**src/rtl/trig_pulse_gen.sv**
```systemverilog
module trig_pulse_gen #(
  parameter int WIDTH       = 8,
  parameter int SYNC_STAGES = 2
) (
  input  logic             clk,
  input  logic             rst_n,
  input  logic             trig_a_i,
  input  logic             trig_b_i,
  input  logic             clr_n_i,
  input  logic [WIDTH-1:0] width_i,
  output logic             pulse_o,
  output logic             pulse_n_o,
  output logic             pulse_done_o
);

  localparam int TOP = SYNC_STAGES - 1;

  logic [TOP:0]     a_sh, b_sh, c_sh;
  logic             a_last, b_last;
  logic [WIDTH-1:0] remain;
  logic             a_now, b_now, clr_ok;
  logic             a_rise_ok, b_fall_ok, fire, expire;

  always_ff @(posedge clk or negedge rst_n) begin
    if (!rst_n) begin
      a_sh   <= '0;
      b_sh   <= '0;
      c_sh   <= '0;
      a_last <= 1'b0;
      b_last <= 1'b0;
    end else begin
      a_sh   <= {a_sh[TOP-1:0], trig_a_i};
      b_sh   <= {b_sh[TOP-1:0], trig_b_i};
      c_sh   <= {c_sh[TOP-1:0], clr_n_i};
      a_last <= a_now;
      b_last <= b_now;
    end
  end

  assign a_now  = a_sh[TOP];
  assign b_now  = b_sh[TOP];
  assign clr_ok = c_sh[TOP];

  assign a_rise_ok = a_now && !a_last && b_now;
  assign b_fall_ok = !b_now && b_last && !a_now;
  assign fire      = clr_ok && (width_i != '0) && (a_rise_ok || b_fall_ok);
  assign expire    = pulse_o && (remain == WIDTH'(1));

  always_ff @(posedge clk or negedge rst_n) begin
    if (!rst_n) begin
      pulse_o      <= 1'b0;
      pulse_n_o    <= 1'b1;
      pulse_done_o <= 1'b0;
      remain       <= '0;
    end else begin
      pulse_done_o <= 1'b0;
      if (!clr_ok) begin
        pulse_o   <= 1'b0;
        pulse_n_o <= 1'b1;
        remain    <= '0;
      end else if (fire) begin
        pulse_o   <= 1'b1;
        pulse_n_o <= 1'b0;
        remain    <= width_i;
      end else if (expire) begin
        pulse_o      <= 1'b0;
        pulse_n_o    <= 1'b1;
        pulse_done_o <= 1'b1;
        remain       <= '0;
      end else if (pulse_o) begin
        remain <= remain - WIDTH'(1);
      end
    end
  end

endmodule

```
**config.mk**
```make
export PLATFORM = sky130hd
export DESIGN_NAME = trig_pulse_gen
export DESIGN_NICKNAME = d
export VERILOG_FILES = /design/src/rtl/trig_pulse_gen.sv
export SDC_FILE = /design/constraint.sdc
export NUM_CORES = 1
export LEC_CHECK = 0
export BUFFER_PORTS_ARGS = -buffer_cell sky130_fd_sc_hd__buf_2
export CORE_ASPECT_RATIO = 1.4
export CORE_MARGIN = 4
export CORE_UTILIZATION = 29
export CTS_CLUSTER_DIAMETER = 30
export DETAILED_ROUTE_END_ITERATION = 7
export HOLD_SLACK_MARGIN = 0.08
export PLACE_DENSITY_LB_ADDON = 0.1
export SYNTH_ARGS = -nofsm -noshare
export SYNTH_HDL_FRONTEND = slang
export SYNTH_SLANG_ARGS = --single-unit
export TNS_END_PERCENT = 50
```
**constraint.sdc**
```tcl
create_clock -name clk -period 5.5 [get_ports clk]
set_input_delay 0.275 -clock clk [delete_from_list [all_inputs] [get_ports clk]]
set_output_delay 0.275 -clock clk [all_outputs]
set_load 0.02 [all_outputs]
```
=== Word level (Yosys, flattened, before mapping) ===
Index checks and enable logic that the tools add are counted.

* Input port bits: 13
* Bits in registers: 19
* Logic and storage cells: 38

* Mux-type cells: 13
* Reduce and logical (&&, ||, !) cells: 12
* Eq/ne operators: 3
* Add/subtract/negate cells: 1

{| class="wikitable"
|+ Operator list
! operator !! number
|-
| 8-bit two-way mux || 4
|-
| 1-bit two-way mux || 9
|-
| 8-bit by 1-bit == test with 1-bit output, second input constant || 1
|-
| 8-bit nonzero test || 1
|-
| 8-bit by 1-bit subtractor with 8-bit output, second input constant || 1
|-
| 1-bit logical AND || 7
|-
| 4-bit by 2-bit inequality test with 1-bit output, second input constant || 1
|-
| 1-bit logical NOT || 3
|-
| 3-bit by 1-bit inequality test with 1-bit output, second input constant || 1
|-
| 1-bit logical OR || 1
|}

=== Longest topological paths before layout ===
* Depth in word-level cells: 7
* Depth in mapped cells: 8
* Depth with buffers taken out: 7

=== Least setup slack after synthesis ===
OpenSTA, ideal clock, no wires.

* Path kind: register -> register
* From: reg pulse_o
* To: reg remain[0]
* Arrival time: 1.688 ns
* Path slack: 3.687 ns
* Setup time: 0.125 ns
* Clock period less this slack: 1.813 ns
* Cell stages (with the launch flop): 7
* Cell sequence: dfrtp_1 or4bb_1 nor2_1 a211o_1 buf_6 o21ai_1 mux2_2

* Longest elaborated chain between the ends: 4
* Elaborated cells on any way between the ends: 5
* Those cells by class: 1 x eq/ne; 3 x mux; 1 x reduce/logical

{| class="wikitable"
|+ Ends and longest elaborated chain
! element !! line !! RTL
|-
| start: declaration || 11 || <nowiki>output logic pulse_o,</nowiki>
|-
| start signal: assignment || 51 || <nowiki>pulse_o <= 1'b0;</nowiki>
|-
| start signal: assignment || 58 || <nowiki>pulse_o <= 1'b0;</nowiki>
|-
| start signal: assignment || 62 || <nowiki>pulse_o <= 1'b1;</nowiki>
|-
| 1-bit logical AND || 47 || <nowiki>assign expire = pulse_o && (remain == WIDTH'(1));</nowiki>
|-
| 8-bit two-way mux || 65 || <nowiki>end else if (expire) begin</nowiki>
|-
| 8-bit two-way mux || 61 || <nowiki>end else if (fire) begin</nowiki>
|-
| 8-bit two-way mux || 57 || <nowiki>if (!clr_ok) begin</nowiki>
|-
| end signal: assignment || 64 || <nowiki>remain <= width_i;</nowiki>
|-
| end signal: assignment || 71 || <nowiki>remain <= remain - WIDTH'(1);</nowiki>
|-
| end: declaration || 20 || <nowiki>logic [WIDTH-1:0] remain;</nowiki>
|}

Parallel ways exist; a longest one is shown, timed or not.
A chain may end at the register's enable or synchronous reset.

=== Worst setup path in the final report ===
* From: reg a_sh[1]
* To: reg remain[5]

* Longest elaborated chain between the ends: 6
* Elaborated cells on any way between the ends: 9
* Those cells by class: 1 x eq/ne; 2 x mux; 6 x reduce/logical

{| class="wikitable"
|+ Ends and longest elaborated chain
! element !! line !! RTL
|-
| start: declaration || 18 || <nowiki>logic [TOP:0] a_sh, b_sh, c_sh;</nowiki>
|-
| start signal: assignment || 32 || <nowiki>a_sh <= {a_sh[TOP-1:0], trig_a_i};</nowiki>
|-
| 1-bit logical AND or 1-bit logical NOT (tied branches) || 44, 45 ||
|-
| 1-bit logical AND (on tied branches) || 44, 45 ||
|-
| 1-bit logical OR * || 46 || <nowiki>assign fire = clr_ok && (width_i != '0) && (a_rise_ok || b_fall_ok);</nowiki>
|-
| 1-bit logical AND * || 46 ||
|-
| 8-bit two-way mux || 61 ||
|-
| 8-bit two-way mux || 57 ||
|}

Mark *: on every way between the ends. The rest lies on a longest branch, timed or not.

==> results.ini <==
[setup_path]
path_max_fanout = 12
crit_path_start_kind = register
cp-end-kind = register
critical_path.cell_chain = or3b_1, a21oi_1, a211o_1, o2bb2a_1, o221ai_1
critical_path_class = reg -> reg
required_ps = 5610
crit_slowest_cell = a21oi_1
r2r_setup_slack_ps = 3070
worstPathArrival_ps = 2540
cp_slowest_stage_delay_ps = 720

[run]
max-cap-violations = 0

[synth]
seq_area_frac_synth_pct = 50.7
yosysUniqueCellTypes = 39
synth_warnings = 0
syn-instance-count = 86
synth-seq-cells = 19
synth_nets = 101
avgSynthCellArea_sq_um = 10.9
syn_area_sq_um = 940

[timing]
setup-tns-final_ps = 0
holdWs_ps = 116
worst_slack_ps = 3070
fmax_mhz = 411
fin_crit_ps = 2430
tightest_slew_ps = 885
finalCritPeriodShare_pct = 44.2
relSlewSlack_pct = 41.0
final_max_slew_viol_count = 0
finalHoldViolations = 0
grt_setup_unrepaired = false
finalSetupViolCount = 0
fin_skew_ps = 5.95

[run_status]
outcome = finished clean

[global_route]
grt_pass1_wl_microns = 3530
grt_max_degree = 20
antenna_found_initial = 0
use_met3_pct = 1.69
grt_pass1_vias = 766
top_usage_layer = met2
use_met2_pct = 20.3
use_met1_pct = 12.7
grt_usage_pct = 11.0
grt-ovfl-total = 0

[clocking]
ctsHtreeMaxLevel = 1
cts_tree = built
cts_made_buffers = 3
clock-sinks = 19
cts_resized = 0
cts_buffer_depth = 2
postCtsHoldBufs = 1
clockRootBuffer = clkbuf_8
clk_pin_slew_ps = 80
cts_setup_buffers = 0
insertion_delay_ps = 260

[cells_and_area]
diodes = 0
fin_nets = 119
fillers = 343
layout_commonest_cell = dfrtp_1
layout-drive-gt1-share_pct = 26.2
final_cell_mix = dfrtp_1, nand2_1, buf_2
fin_area_sq_um = 1090
synthToLayoutAreaGrowth_pct = 16.5

[route]
num_vias = 729
viasPerCell = 5.13
drc_errors = 0
drt-pass1-iter-count = 4
drt-initial-drc-count = 16
wire_per_inst_microns = 15.0
final_antenna_net_count = 0
routed_wl_microns = 2130

[die]
start_util_pct = 30.1
die_w_microns = 56.1
core_area_sq_um = 3120
io_pins = 16
die_area_sq_um = 4230
die_h_microns = 75.4
rows = 24

[worst_hold_path]
hold_path.class = in -> reg

[power_and_ir_drop]
vdd_ir_drop_max_uv = 138
total_power_uw = 388
p_per_area_nw_per_um2 = 355
leakage_uw = 0.000458

[placement]
pre_cts_slack_ps = 3110
postPlaceCellArea_sq_um = 1040
hpwlAfterDp_microns = 1650
io_buffers = 15
place_congestion = 0.809

## final timing paths
| path | start | to | cells after the start |
|---|---|---|---|
| setup reg to reg | a_sh[1] | remain[5] | 5 |
| hold / removal | clr_n_i | c_sh[0] | 1 |
| hold reg to reg | c_sh[0] | c_sh[1] | 0 |
| setup / recovery | a_sh[1] | remain[5] | 5 |
| max in group asynchronous | rst_n | pulse_n_o | 2 |
| min in group asynchronous | rst_n | pulse_done_o | 2 |
## cell usage after synthesis
| cell | instances | area [sq um] |
|---|---|---|
| dfstp_2 | 1 | 26.3 |
| a21oi_1 | 5 | 25.0 |
| o211ai_1 | 1 | 7.51 |
| o221ai_2 | 1 | 15.0 |
| a211oi_2 | 1 | 12.5 |
| or4_4 | 1 | 11.3 |
| and3_1 | 1 | 6.26 |
| o21a_1 | 1 | 7.51 |
| nand2_2 | 1 | 6.26 |
| or3_1 | 1 | 6.26 |
| o2bb2a_1 | 1 | 10.0 |
| nand2b_1 | 2 | 12.5 |
| nand3b_1 | 1 | 7.51 |
| o21ai_0 | 3 | 15.0 |
| nor2_1 | 3 | 11.3 |
| nor3_1 | 1 | 5.00 |
| or3b_1 | 1 | 8.76 |
| ha_1 | 2 | 25.0 |
| or4_1 | 2 | 15.0 |
| mux2_2 | 1 | 11.3 |
| o41a_1 | 1 | 11.3 |
| o32ai_1 | 1 | 8.76 |
| or4bb_1 | 1 | 11.3 |
| o22ai_1 | 1 | 6.26 |
| a22oi_1 | 1 | 7.51 |
| xnor2_1 | 1 | 8.76 |
| buf_2 | 1 | 5.00 |
| dfrtp_1 | 18 | 450 |
| buf_6 | 2 | 22.5 |
| a32oi_1 | 1 | 8.76 |
| o31a_1 | 1 | 8.76 |
| o21ai_1 | 2 | 10.0 |
| nor4_2 | 1 | 12.5 |
| inv_1 | 3 | 11.3 |
| o221ai_1 | 2 | 17.5 |
| nand2_1 | 15 | 56.3 |
| a211o_1 | 1 | 8.76 |
| o31ai_1 | 1 | 7.51 |
| nor4_4 | 1 | 21.3 |
## logic make-up after synthesis
logic type / after synthesis / synth area share [%]
mux: 1 / 1.20
simple gates: 32 / 20.4
flops: 19 / 50.7
buf+inv: 6 / 4.13
fa+ha+maj: 2 / 2.66
xor+xnor: 1 / 0.932
compound gates: 25 / 20.0
## flip-flops by register name, indices dropped and copies added, names as in the netlist
register,cells
pulse_o,1
c_sh,2
a_sh,2
pulse_done_o,1
pulse_n_o,1
b_last,1
a_last,1
b_sh,2
remain,8
## power by group
group	switching [uW]	leakage (uW)	internal (uW)
clock	49.3	0.0000217	51.0
sequential	26.0	0.000236	161
combinational	52.3	0.000200	48.5
## area by class of cell
class	instances	area [sq um]	area share, %
inverters	3	11.3	1.03
well taps	39	48.8	4.46
clock inverters	1	7.51	0.686
repair buffers	16	85.1	7.77
multi-input cells	61	424	38.7
clock buffers	3	41.3	3.77
flip-flops and latches	19	477	43.5
## metrics by stage
stage	utilization, %	instances
6_report	35.1	142
4_1_cts	35.1	142
3_3_place_gp	33.2	137
3_5_place_dp	33.2	137
2_1_floorplan	-	86
5_1_grt	35.1	142
## layer usage
metal | vias to the layer above | routed length (microns)
met3 | 2 | 74
met4 | 0 | 20
met1 | 349 | 918
li1 | 357 | -
met2 | 21 | 1120
met5 | - | 0
## critical path: cells and delay by family, from the launching register on
kind | cells | cell delay (ps)
compound gates | 4 | 1490
simple gates | 1 | 400
flops | 1 | 400
(Power assumes the default switching activity.)
